[config.mk]
export PLATFORM = sky130hd
export DESIGN_NAME = bbpll_loop_ctrl
export DESIGN_NICKNAME = d
export VERILOG_FILES = /design/src/rtl/bbpll_pkg.sv /design/src/rtl/bbpll_freq_win.sv /design/src/rtl/bbpll_coarse_seq.sv /design/src/rtl/bbpll_pi_fine.sv /design/src/rtl/bbpll_loop_ctrl.sv
export SDC_FILE = /design/constraint.sdc
export NUM_CORES = 1
export LEC_CHECK = 0
export ABC_AREA = 1
export CELL_PAD_IN_SITES_DETAIL_PLACEMENT = 2
export CELL_PAD_IN_SITES_GLOBAL_PLACEMENT = 2
export CORE_ASPECT_RATIO = 1.4
export CORE_MARGIN = 5
export CORE_UTILIZATION = 33
export CTS_BUF_LIST = sky130_fd_sc_hd__clkbuf_8 sky130_fd_sc_hd__clkbuf_16
export DETAILED_ROUTE_END_ITERATION = 8
export PLACE_DENSITY_LB_ADDON = 0.1
export RECOVER_POWER = 25
export SLEW_MARGIN = 20
export SYNTH_ARGS = -nofsm -noshare
export SYNTH_HDL_FRONTEND = slang
export SYNTH_SLANG_ARGS = --single-unit
[constraint.sdc]
create_clock -name clk -period 3.3 [get_ports clk]
set_input_delay 0.33 -clock clk [delete_from_list [all_inputs] [get_ports clk]]
set_output_delay 0.33 -clock clk [all_outputs]
set_load 0.01 [all_outputs]
[src/rtl/bbpll_pkg.sv]
package bbpll_pkg;
  typedef enum logic [1:0] {
    ST_PVT  = 2'd0,
    ST_ACQ  = 2'd1,
    ST_TRK  = 2'd2,
    ST_LOCK = 2'd3
  } loop_st_t;
endpackage

[src/rtl/bbpll_freq_win.sv]
module bbpll_freq_win #(
  parameter int WIN = 64,
  parameter int CW  = 10
) (
  input  logic          clk,
  input  logic          rst,
  input  logic          en,
  input  logic          ref_tick,
  input  logic          div_edge,
  input  logic [CW-1:0] n_target,
  output logic          win_done,
  output logic          slow,
  output logic          fast
);
  localparam int WW = (WIN > 1) ? $clog2(WIN) : 1;

  logic [WW-1:0] tick_cnt;
  logic [CW-1:0] edge_cnt;
  logic [CW-1:0] edge_now;
  logic          last_tick;

  always_comb begin
    edge_now  = (div_edge && edge_cnt != '1) ? edge_cnt + 1'b1 : edge_cnt;
    last_tick = ref_tick && (tick_cnt == WW'(WIN - 1));
  end

  always_ff @(posedge clk) begin
    if (rst || !en) begin
      tick_cnt <= '0;
      edge_cnt <= '0;
      win_done <= 1'b0;
      slow     <= 1'b0;
      fast     <= 1'b0;
    end else begin
      win_done <= last_tick;
      if (last_tick) begin
        tick_cnt <= '0;
        edge_cnt <= '0;
        slow     <= edge_now < n_target;
        fast     <= edge_now > n_target;
      end else begin
        edge_cnt <= edge_now;
        if (ref_tick) tick_cnt <= tick_cnt + 1'b1;
      end
    end
  end

  a_r2_sign_exclusive: assert property (@(posedge clk) disable iff (rst)
    !(slow && fast));
  a_r2_done_needs_tick: assert property (@(posedge clk) disable iff (rst)
    win_done |-> $past(ref_tick));
endmodule

[src/rtl/bbpll_coarse_seq.sv]
module bbpll_coarse_seq
  import bbpll_pkg::*;
#(
  parameter int BW        = 6,
  parameter int LOCK_WINS = 4
) (
  input  logic          clk,
  input  logic          rst,
  input  logic          win_done,
  input  logic          slow,
  input  logic          fast,
  input  logic          trk_inc,
  input  logic          trk_dec,
  output loop_st_t      state,
  output logic [BW-1:0] pvt,
  output logic [BW-1:0] acq,
  output logic [BW-1:0] trk
);
  localparam int BIW = $clog2(BW);
  localparam int LW  = $clog2(LOCK_WINS + 1);
  localparam logic [BW-1:0] MID  = BW'(1) << (BW - 1);
  localparam logic [BW-1:0] MAXC = '1;

  logic [BIW-1:0] bit_idx;
  logic [BIW-1:0] bit_m1;
  logic [LW-1:0]  zero_cnt;
  logic           have_dir;
  logic           last_up;
  logic           zero_err;

  always_comb begin
    bit_m1   = bit_idx - 1'b1;
    zero_err = !slow && !fast;
  end

  always_ff @(posedge clk) begin
    if (rst) begin
      state    <= ST_PVT;
      pvt      <= MID;
      acq      <= MID;
      trk      <= MID;
      bit_idx  <= BIW'(BW - 1);
      zero_cnt <= '0;
      have_dir <= 1'b0;
      last_up  <= 1'b0;
    end else begin
      case (state)
        ST_PVT: if (win_done) begin
          if (fast) pvt[bit_idx] <= 1'b0;
          if (bit_idx == '0) state <= ST_ACQ;
          else begin
            pvt[bit_m1] <= 1'b1;
            bit_idx     <= bit_m1;
          end
        end
        ST_ACQ: if (win_done) begin
          if (zero_err || (have_dir && last_up != slow) ||
              (slow && acq == MAXC) || (fast && acq == '0)) begin
            state <= ST_TRK;
          end else begin
            acq      <= slow ? acq + 1'b1 : acq - 1'b1;
            have_dir <= 1'b1;
            last_up  <= slow;
          end
        end
        ST_TRK: if (win_done) begin
          if (zero_err) begin
            if (zero_cnt == LW'(LOCK_WINS - 1)) state <= ST_LOCK;
            else zero_cnt <= zero_cnt + 1'b1;
          end else begin
            zero_cnt <= '0;
            if (slow && trk != MAXC) trk <= trk + 1'b1;
            else if (fast && trk != '0) trk <= trk - 1'b1;
          end
        end
        default: begin
          if (trk_inc && trk != MAXC) trk <= trk + 1'b1;
          else if (trk_dec && trk != '0) trk <= trk - 1'b1;
        end
      endcase
    end
  end

  a_r6_coarse_frozen: assert property (@(posedge clk) disable iff (rst)
    (state == ST_LOCK && $past(state) == ST_LOCK) |-> ($stable(pvt) && $stable(acq)));
  a_r5_lock_from_trk: assert property (@(posedge clk) disable iff (rst)
    (state == ST_LOCK && $past(state) != ST_LOCK) |-> $past(state) == ST_TRK);
  a_r9_trk_no_wrap: assert property (@(posedge clk) disable iff (rst)
    ({1'b0, trk} == {1'b0, $past(trk)}) ||
    ({1'b0, trk} == {1'b0, $past(trk)} + 1'b1) ||
    ({1'b0, trk} + 1'b1 == {1'b0, $past(trk)}));
endmodule

[src/rtl/bbpll_pi_fine.sv]
module bbpll_pi_fine #(
  parameter int PW = 2,
  parameter int AW = 9
) (
  input  logic       clk,
  input  logic       rst,
  input  logic       active,
  input  logic       ref_tick,
  input  logic       bpd_late,
  input  logic [2:0] ki_shift,
  output logic       trk_inc,
  output logic       trk_dec,
  output logic       fine_out
);
  localparam int GW = $clog2(PW + 1);

  logic signed [AW-1:0] acc;
  logic signed [AW-1:0] acc_n;
  logic signed [AW-1:0] thr;
  logic [GW-1:0]        gate_cnt;
  logic                 fine_q;

  always_comb begin
    thr   = $signed(AW'(1) << ki_shift);
    acc_n = bpd_late ? acc + AW'(1) : acc - AW'(1);
  end

  always_ff @(posedge clk) begin
    if (rst || !active) begin
      acc     <= '0;
      fine_q  <= 1'b0;
      trk_inc <= 1'b0;
      trk_dec <= 1'b0;
    end else begin
      trk_inc <= 1'b0;
      trk_dec <= 1'b0;
      if (ref_tick) begin
        fine_q <= bpd_late;
        if (acc_n >= thr) begin
          trk_inc <= 1'b1;
          acc     <= '0;
        end else if (acc_n <= -thr) begin
          trk_dec <= 1'b1;
          acc     <= '0;
        end else begin
          acc <= acc_n;
        end
      end
    end
  end

  always_ff @(posedge clk) begin
    if (rst) begin
      gate_cnt <= '0;
      fine_out <= 1'b0;
    end else begin
      if (ref_tick) gate_cnt <= GW'(PW);
      else if (gate_cnt != '0) gate_cnt <= gate_cnt - 1'b1;
      fine_out <= active && fine_q && (gate_cnt != '0);
    end
  end

  a_r8_single_step: assert property (@(posedge clk) disable iff (rst)
    !(trk_inc && trk_dec));
  a_r8_step_after_tick: assert property (@(posedge clk) disable iff (rst)
    (trk_inc || trk_dec) |-> $past(ref_tick));
endmodule

[src/rtl/bbpll_loop_ctrl.sv]
module bbpll_loop_ctrl
  import bbpll_pkg::*;
#(
  parameter int BW        = 6,
  parameter int CW        = 10,
  parameter int WIN       = 64,
  parameter int LOCK_WINS = 4,
  parameter int PW        = 2,
  parameter int AW        = 9
) (
  input  logic          clk,
  input  logic          rst,
  input  logic          ref_tick,
  input  logic          bpd_late,
  input  logic          div_edge,
  input  logic [CW-1:0] n_target,
  input  logic [2:0]    ki_shift,
  output logic [BW-1:0] pvt_code,
  output logic [BW-1:0] acq_code,
  output logic [BW-1:0] trk_code,
  output logic          fine_out,
  output logic          fd_enable,
  output logic          locked
);
  loop_st_t state;
  logic     win_done, slow, fast, trk_inc, trk_dec;

  assign locked    = (state == ST_LOCK);
  assign fd_enable = !locked;

  bbpll_freq_win #(.WIN(WIN), .CW(CW)) u_win (
    .clk(clk), .rst(rst), .en(fd_enable), .ref_tick(ref_tick),
    .div_edge(div_edge), .n_target(n_target),
    .win_done(win_done), .slow(slow), .fast(fast)
  );

  bbpll_coarse_seq #(.BW(BW), .LOCK_WINS(LOCK_WINS)) u_seq (
    .clk(clk), .rst(rst), .win_done(win_done), .slow(slow), .fast(fast),
    .trk_inc(trk_inc), .trk_dec(trk_dec), .state(state),
    .pvt(pvt_code), .acq(acq_code), .trk(trk_code)
  );

  bbpll_pi_fine #(.PW(PW), .AW(AW)) u_pi (
    .clk(clk), .rst(rst), .active(locked), .ref_tick(ref_tick),
    .bpd_late(bpd_late), .ki_shift(ki_shift),
    .trk_inc(trk_inc), .trk_dec(trk_dec), .fine_out(fine_out)
  );

  a_r6_no_window_in_lock: assert property (@(posedge clk) disable iff (rst)
    locked |-> !win_done);
  a_r7_fine_only_locked: assert property (@(posedge clk) disable iff (rst)
    fine_out |-> locked);
endmodule

# After elaboration in Yosys (flattened, before gate mapping)

Cells that the tools add are included.

Register bits: 62
Input bits: 18

Add/sub/neg operators: 12
Order comparisons: 8
Equal/unequal tests: 19
Shift-type cells: 1
Multiplexer cells: 35
Bitwise logic cells: 7
Reductions and logical operators: 41

Operator list:

| cell                  | number |
|---|---|
| $mux 6                | 12 |
| $mux 9                | 3 |
| $add 6x1->6 const B   | 3 |
| $mux 2                | 9 |
| $logic_and 1x1->1     | 14 |
| $eq 6x6->1 const B    | 2 |
| $pmux 6 s2            | 1 |
| $sub 6x1->6 const B   | 2 |
| $add 10x1->10 const B | 1 |
| $gt 10x10->1          | 1 |
| $lt 10x10->1          | 1 |
| $mux 10               | 1 |
| $ne 10x10->1 const B  | 1 |
| $ne 2x2->1 const B    | 5 |
| $add 9x2->9 const B   | 1 |
| $ge 9x9->1            | 1 |
| $le 9x9->1            | 1 |
| $neg 9->9             | 1 |
| $reduce_and 3->1      | 3 |
| $shl 1x3->9 const A   | 1 |
| $sub 9x2->9 const B   | 1 |
| $lt 3x4->1 const B    | 2 |
| $ne 2x1->1 const B    | 4 |
| $reduce_and 8->1      | 1 |
| other kinds (30)      | 51 |

# Depth between registers and ports, before layout

Gate-level depths: netlist of the first run.

Depth in word-level cells: 12
Depth in mapped cells: 20
Gate-level depth less buffers: 19

# Modules after synthesis

Synthesis of the first run repeated with hierarchy kept, for this count alone.

Cell total of the unflattened synthesis: 712
Area, all modules: 4,743.3 um^2

By module, submodules not included:

| module           | instances | cells an instance | area each (um^2) | sequential area each (um^2) |
|---|---|---|---|---|
| bbpll_coarse_seq | 1         | 293               | 1,939.4          | 560.5 |
| bbpll_pi_fine    | 1         | 228               | 1,466.4          | 300.3 |
| bbpll_freq_win   | 1         | 189               | 1,327.5          | 380.4 |
| bbpll_loop_ctrl  | 1         | 2                 | 10.0             | 0.0 |

# Worst setup path after synthesis of the first run

Ideal clock, no wire load.

Path kind: input-to-reg
Start point: in bpd_late
End point: reg u_pi.acc[2]
Library setup time: 72 ps
Data arrival time: 2,643 ps
Data required time: 3,228 ps
Setup slack: 585 ps
Stages on the path: 18
Path buffers: 0
Cell sequence: inv_1 > ha_1 > inv_1 > o21ai_0 > a21oi_1 > nand3b_1 > nand2_1 > inv_1 > ha_1 > nand2_1 > inv_1 > a21oi_1 > nand3_1 > nand2_1 > nand3_2 > nor2_4 > nand3_1 > a21oi_1

Word-level cells in the longest chain between the ends: 4
Elaborated cells on any way between the ends: 5
Classes of those cells: order compare: 2; mux: 3

Ends and longest elaborated chain:

| element              | line                  | RTL |
|---|---|---|
| from (decl)          | bbpll_loop_ctrl.sv:14 | `input logic bpd_late,` |
| $mux 9 (*)           | bbpll_pi_fine.sv:25   | `acc_n = bpd_late ? acc + AW'(1) : acc - AW'(1);` |
| $le 9x9->1           | bbpll_pi_fine.sv:42   | `end else if (acc_n <= -thr) begin` |
| $mux 9               | bbpll_pi_fine.sv:42   |  |
| $mux 9 (*)           | bbpll_pi_fine.sv:39   | `if (acc_n >= thr) begin` |
| to (signal assigned) | bbpll_pi_fine.sv:46   | `acc <= acc_n;` |
| to (decl)            | bbpll_pi_fine.sv:17   | `logic signed [AW-1:0] acc;` |

Mark *: on every way between the ends. The rest lies on a longest branch, timed or not.
A chain may end at the register's enable or synchronous reset.

# Worst setup path in the final report of the first run

Start point: reg u_pi.acc[0]
End point: reg u_pi.acc[5]

Word-level cells in the longest chain between the ends: 5
Elaborated cells on any way between the ends: 7
Classes of those cells: add/sub: 2; order compare: 2; mux: 3

Ends and longest elaborated chain:

| element                                           | line |
|---|---|
| $sub 9x2->9 / $add 9x2->9 (equally long branches) | bbpll_pi_fine.sv:25 |
| $mux 9 (*)                                        | bbpll_pi_fine.sv:25 |
| $le 9x9->1                                        | bbpll_pi_fine.sv:42 |
| $mux 9                                            | bbpll_pi_fine.sv:42 |
| $mux 9 (*)                                        | bbpll_pi_fine.sv:39 |

Marked as above.

==> parameters.txt, run 1 <==
Parameter                              Value

Status
  Result of the run    finished clean

Pwr
  Leakage component of the power    2.54 nW
  Total power divided by cell area    351 mW/mm2
  Maximum ir drop on the vdd rail    0.224 mV
  Power consumption    1.90 mW

Drt
  Number of antenna-violating nets in the routed design    0
  Final routed wirelength across all metal layers    13800 um
  First-pass detailed-route iteration total    4
  Detailed router's first-iteration violation count    120
  WL/cell    15.8 um
  Vias after detailed routing    4299
  Vias per cell    4.92
  Remaining design rule violation count    0

Clocking
  Buffer levels on the longest clock path    2
  Worst-path clk slew    0.05 ns
  CTS sink cnt    62
  CTS tree    yes
  Clock H-tree levels    3
  Insertion delay to the later sink of the worst-skew pair    0.33 ns
  Number of hold buffers added after CTS    0
  Number of clock buffers inserted by TritonCTS    9
  Clock root buffer master    clkbuf_16

Synthesis
  Async set-or-reset flop fraction in the synthesized netlist    0%
  Sequential cell area fraction in the yosys report    28.2%
  Avg Inst Size Synth    7.05 um2
  Main flop type after synthesis    dfxtp_1
  Most common cell in the netlist    nand2_1
  Total standard cell area after synthesis    0.00441 mm2
  Warnings, synthesis    0
  Flip-flop and latch count after synthesis    62
  Library cell occupying the most area in the post-synthesis netlist    dfxtp_1
  Cell count after synthesis    625
  Most used standard cells in the synthesized netlist    nand2_1, inv_1, dfxtp_1
  Post-synthesis cell type count    43
  Top post-synthesis cells by area    dfxtp_1, ha_1, nand2_1
  Area share of the largest cell type after synthesis    28.2%
  EDFF count, synth    0
  Net count after synthesis    697

Timing
  Period Utilization, post-route    92.4%
  Unrepaired setup endpoints after global routing    false
  Final-report setup violation count    0
  Max Fclk    328 MHz
  Setup TNS    0 ns
  Worst-Margin Slew    0.707 ns
  Min Tclk post-route    3.05 ns
  Number of pins exceeding their max-slew limit in the final report    0
  Setup skew after layout    0.00405 ns
  Count of final hold-check violations    0
  Headroom to the max-slew limit    52.8%

Floorplan
  Full die area    0.0158 mm2
  Placeable core region    0.0133 mm2
  Width of the die    108 um
  Height of the die    147 um
  IO Count    39
  Effective utilization at floorplan    33.2%
  Row count    50

Worst setup path
  Critical path capture point type    register
  Data required time at the worst endpoint    3.54 ns
  FF-to-FF setup slack    0.25 ns
  CP Launch Type    register
  Arrival time of the worst setup path    3.29 ns
  Critical-path maximum fanout    5
  Setup CP Type    register to register

Place
  Gp weighted congestion    0.840
  Half-perimeter wire length after detailed placement    11100 um
  Buffers added on ports    38

Finish
  Net total in the final layout    758
  Multi-input gate area in the final layout    0.00274 mm2
  Fillers    1632
  Share of layout cells above drive strength 1    8.25%
  Layout overhead on the synthesized area    22.7%
  FF/Latch Area    0.00124 mm2
  Antenna cells    0

GRT
  Overflow left after global routing    0
  GRT Total Usage    17.8%
  Number of antenna violations at the first check in global routing    0
  Largest net degree at the start of global routing    18
  First-pass GRT wire length    22800 um
  Number of global-route vias before repair    4835

Flow run
  Reported max-cap violation count    0

Min path
  Type of the most critical hold path    register to register
layout make-up:
type	instances	area share (%)
Clock buffer	11	4.67
Clock inverter	5	0.624
Inverter	101	7.05
Multi-Input combinational cell	454	50.7
Sequential cell	62	22.9
Tap cell	182	4.21
Timing Repair Buffer	58	9.78
repair_timing:
item / 4_1_cts / 5_1_grt
buffers inserted: 0 / 0
gates cloned: 0 / 1
endpoints found under the hold margin: 0 / 0
pin swaps: 0 / 1
setup endpoints to repair: 1 / 10
gates resized for setup: 1 / 4
worst max-delay path, stage by stage, from the launching register on:
cell	delay [ns]
dfxtp_1	0.41
fa_1	0.47
nand2_1	0.09
nand3_1	0.12
nand4_1	0.15
nand3b_1	0.09
nand2_1	0.09
inv_1	0.06
ha_1	0.31
nand2_1	0.11
inv_1	0.05
a21oi_1	0.19
nand3_1	0.10
nand2_1	0.08
nand3_2	0.15
nor2_4	0.21
nand3_1	0.12
a21oi_1	0.18
cell usage in the layout (no fill, tap or decap), drive strengths merged, types with 19 or more instances in the layout:
master	netlist	final
dfxtp	62	62
xor2	27	27
inv	100	100
buf	4	19
o21ai	31	31
a21oi	48	48
nor2	57	58
ha	52	52
nand2	139	139
nand3	42	42
clkdlybuf4s50	0	25
report_power, final:
part | leakage [nW] | total, mW | switching [mW] | internal, mW
registers | 0.501 | 0.765 | 0.00758 | 0.757
logic | 1.90 | 0.237 | 0.140 | 0.0972
clock network | 0.138 | 0.896 | 0.349 | 0.547
total | 2.54 | 1.90 | 0.496 | 1.40
metrics by stage:
step                instance area (um2)  setup slack [ns]  cells  util, %  hold slack, ns
floorplan                          4410             0.585    625        -           0.414
CTS                                5390            0.0715    872     40.7           0.463
global route                       5410            0.0213    873     40.8           0.474
detailed placement                 5110            -0.319    856     38.5           0.453
finish                             5410             0.250    873     40.8           0.459
global placement                   5110            -0.161    856     38.5           0.439
path summary, 6_finish.rpt:
check,startpoint,end,depth (start not counted)
hold / removal,u_pi.gate_cnt[0]$_SDFFE_PP0P_,u_pi.gate_cnt[0]$_SDFFE_PP0P_,1
setup reg to reg,u_pi.acc[0]$_SDFFE_PP0P_,u_pi.acc[5]$_SDFFE_PP0P_,17
hold reg to reg,u_pi.gate_cnt[0]$_SDFFE_PP0P_,u_pi.gate_cnt[0]$_SDFFE_PP0P_,1
setup / recovery,u_pi.acc[0]$_SDFFE_PP0P_,u_pi.acc[5]$_SDFFE_PP0P_,17
cells by family after synthesis:
group                      count (synthesis)  share of synthesized area [%]
other                                      1                         0.0851
AOI/OAI and AO/OA                         95                           11.7
DFF                                       62                           28.2
buffers and inverters                    110                           9.96
xor gates and xnor gates                  32                           6.36
adders and majority gates                 54                           15.7
and+or+nand+nor                          271                           28.0
flip-flops by register name, summed over array words and instances (netlist names):
name,count
u_seq.acq,6
u_win.slow,1
u_seq.pvt,6
u_pi.fine_out,1
u_win.fast,1
u_seq.zero_cnt,3
u_seq.last_up,1
u_pi.gate_cnt,2
u_seq.state,2
u_pi.trk_inc,1
u_win.edge_cnt,10
u_win.tick_cnt,6
u_win.win_done,1
u_seq.bit_idx,3
u_seq.trk,6
u_pi.acc,9
u_pi.fine_q,1
u_seq.have_dir,1
u_pi.trk_dec,1
per-layer routing:
metal / track usage, % / wire [um]
met4: 5.87 / 246
met2: 35.3 / 7970
met3: 2.20 / 212
met1: 18.8 / 5390
met5: 0 / 0
No activity file was read; power rests on OpenSTA's default activity.
==> run 2: changes to the inputs <==
GPL_TIMING_DRIVEN = 0   (was unset)
==> run 2 against run 1 <==
Net effect:
- setup slack worse by 0.19 ns
- largest power group unchanged
- critical path depth up 1
- highest routed layer unchanged
- final cell count fell by 0.46%
- sequential power about the same
- via count up 0.44%
==> parameters.txt, run 2 (same netlist as run 1, synthesis figures left out) <==
Parameter                              Value

Pwr
  Maximum ir drop on the vdd rail    0.231 mV (+2.7%)
  Switching power as a share of total power    25.7% (-0.44 points)
  Net switching power of the design    0.494 mW (-0.51%)
  Part of the total power dissipated in combinational logic    12.6% (about the same)
  Power consumption    1.92 mW (+1.2%)
  Cell internal power dissipation    1.43 mW (+1.8%)
  Portion of total power attributed to the clock network    47.6% (+0.4 points)
  Sequential share of power    39.8% (-0.5 points)
  Leakage component of the power    2.53 nW (-0.44%)
  Total power divided by cell area    351 mW/mm2 (about the same)

Worst setup path
  Critical-path maximum fanout    6 (+1)
  Arrival time of the worst setup path    3.48 ns (+0.19 ns)
  Buf/Inv on CP    3 (+1)
  Reg2reg end    u_pi.acc[7]$_SDFFE_PP0P_
  Worst flop-to-flop path startpoint    u_pi.acc[0]$_SDFFE_PP0P_
  Top Family by Delay on Critical Path    simple AND/OR/NAND/NOR gates
  Worst-path cell with the longest stage delay    fa_1
  CP Launch Type    primary input
  Critical path capture point type    register
  Most prevalent standard cell on the critical path    nand2_1
  Setup CP Type    primary input to register
  Critical-path cell list    clkdlybuf4s15_2 -> clkinvlp_4 -> buf_4 -> fa_1 -> nand2_1 -> nand3_2 -> a31oi_2 -> xor2_2 -> ha_4 -> nand2_1 -> nand2_1 -> a21oi_2 -> nand3_1 -> nand2_1 -> nand3_4 -> nor2_4 -> nand3_1 -> a21oi_1
  FF-to-FF setup slack    0.24 ns (about the same)
  Worst reg-to-reg path cell count    15 (-2)
  Largest stage delay on the critical path    0.45 ns (-0.02 ns)
  Data required time at the worst endpoint    3.54 ns (about the same)

GRT
  Largest net degree at the start of global routing    11 (-7)
  Number of global-route vias before repair    4738 (-2.0%)
  Overflow left after global routing    0 (unchanged)
  First-pass GRT wire length    22300 um (-2.5%)
  GRT Total Usage    17.4% (-0.43 points)
  Number of antenna violations at the first check in global routing    0 (unchanged)

Clocking
  Clock root buffer master    clkbuf_16
  Clock H-tree levels    3 (unchanged)
  Worst-path clk slew    0.05 ns (about the same)
  CTS sink cnt    62 (unchanged)
  Insertion delay to the later sink of the worst-skew pair    0.33 ns (about the same)
  Number of clock buffers inserted by TritonCTS    9 (unchanged)
  CTS tree    yes
  Buffer levels on the longest clock path    2 (unchanged)
  Number of hold buffers added after CTS    0 (unchanged)

Finish
  Layout overhead on the synthesized area    24.1%
  Fillers    1609 (-1.4%)
  Highest-count cells in the layout ignoring fill and taps    nand2_1, inv_1, dfxtp_1
  Most common library cell in the layout ignoring fill and taps    nand2_1
  Net total in the final layout    754 (-0.53%)
  Share of layout cells above drive strength 1    9.32% (+1.1 points)
  Number of flip-flops in the largest register    10 (unchanged)
  Final core utilization    41.2% (+0.45 points)
  Top reg by flops    u_win.edge_cnt
  Regs by FF count    u_win.edge_cnt (10), u_pi.acc (9)
  Antenna cells    0 (unchanged)

Status
  Result of the run    finished clean

Floorplan
  Placeable core region    0.0133 mm2 (unchanged)
  Height of the die    147 um (unchanged)
  IO Count    39 (unchanged)
  Width of the die    108 um (unchanged)
  Full die area    0.0158 mm2 (unchanged)
  Row count    50 (unchanged)
  Effective utilization at floorplan    33.2% (unchanged)

Drt
  Final routed wirelength across all metal layers    13800 um (+0.24%)
  First-pass detailed-route iteration total    4 (unchanged)
  WL/cell    15.9 um (+0.70%)
  Remaining design rule violation count    0 (unchanged)
  Vias per cell    4.97 (+0.90%)
  Number of antenna-violating nets in the routed design    0 (unchanged)
  Detailed router's first-iteration violation count    83 (-31%)
  Vias after detailed routing    4318 (+0.44%)

Timing
  Max Fclk    308 MHz (-5.9%)
  Setup TNS    0 ns (unchanged)
  Worst Hold Margin    0.248 ns (-0.211 ns)
  Count of final hold-check violations    0 (unchanged)
  Headroom to the max-slew limit    59.9% (+7.1 points)
  Period Utilization, post-route    98.3% (+5.8 points)
  Number of pins exceeding their max-slew limit in the final report    0 (unchanged)
  Min Tclk post-route    3.24 ns (+0.193 ns)
  Setup skew after layout    0.00501 ns (+0.000957 ns)
  Final-report setup violation count    0 (unchanged)
  Worst-Margin Slew    0.601 ns (-0.106 ns)

Min path
  Terminating pin of the worst hold path    u_seq.trk[2]$_SDFFE_PP0P_
  Start point of the worst hold path    rst
  Type of the most critical hold path    primary input to register
  Number of cells on the worst hold path    2 (+1)

Place
  Half-perimeter wire length after detailed placement    10600 um (-4.8%)
  Gp weighted congestion    0.800 (-4.8%)
  Buffers added on ports    35 (-7.9%)

Flow run
  Reported max-cap violation count    0 (unchanged)
==> run 2: changes by cell type in the layout (fill, tap and decap cells not counted), moves of 4 or more <==
cell      before  now
buf_4         19   11
ha_4           0    5
ha_1          52   47
clkbuf_1       1    5
==> run 2: stage by stage <==
| step | std cells | setup WS [ns] | area [um2] |
|---|---|---|---|
| after CTS | 864 | 0.0772 | 5320 |
| final | 869 | 0.0576 | 5470 |
| after detailed placement | 842 | -0.610 | 4990 |
| after global routing | 869 | -0.166 | 5470 |
| after global placement | 842 | -0.457 | 4990 |
| after floorplan | 625 | 0.585 | 4410 |
==> run 2: how the worst max path moves through the flow <==
stage,start,to,slack (ns),cells past startpoint
after floorplan,bpd_late,u_pi.acc[2]$_SDFFE_PP0P_,0.58,18
after global placement,bpd_late,u_pi.acc[2]$_SDFFE_PP0P_,-0.46,20
after detailed placement,bpd_late,u_pi.acc[7]$_SDFFE_PP0P_,-0.61,20
after CTS,bpd_late,u_pi.acc[7]$_SDFFE_PP0P_,0.08,21
after global routing,bpd_late,u_pi.acc[7]$_SDFFE_PP0P_,-0.17,18
final,bpd_late,u_pi.acc[7]$_SDFFE_PP0P_,0.06,18
==> run 2: layer usage <==
metal  track usage [%]  vias to the layer above  part of all wire, %
met1              18.3                     2123                   39
met3              3.21                       15                  2.1
met5                 0                        -                    0
met4              3.79                        0                  1.2
li1                  -                     2143                    -
met2              34.8                       37                   57
==> run 2: repair_timing <==
item                                    in CTS  in global routing
gates cloned                                 1                  0
endpoints found under the setup margin      10                 10
gates resized for setup                      5                 17
pin swaps                                    1                  6
setup buffers                                5                  5
==> run 2: layout make-up <==
type / count / area (um2) / share of cell area, %
clock inverters: 7 / 57.6 / 1.05
repair buffers: 45 / 427 / 7.80
well taps: 182 / 228 / 4.16
multi-input cells: 454 / 2850 / 52.2
plain buffers: 9 / 56.3 / 1.03
clock buffers: 9 / 225 / 4.12
inverters: 101 / 383 / 7.00
flip-flops and latches: 62 / 1240 / 22.7
==> run 2: power by group through the flow <==
stage | sequential (mW) | clock (mW) | combinational (mW)
after global routing | 0.765 | 0.966 | 0.278
after floorplan | 0.779 | 0 | 0.143
after CTS | 0.765 | 0.935 | 0.225
final | 0.765 | 0.913 | 0.242
after global placement | 0.780 | 0 | 0.203
after detailed placement | 0.781 | 0 | 0.215
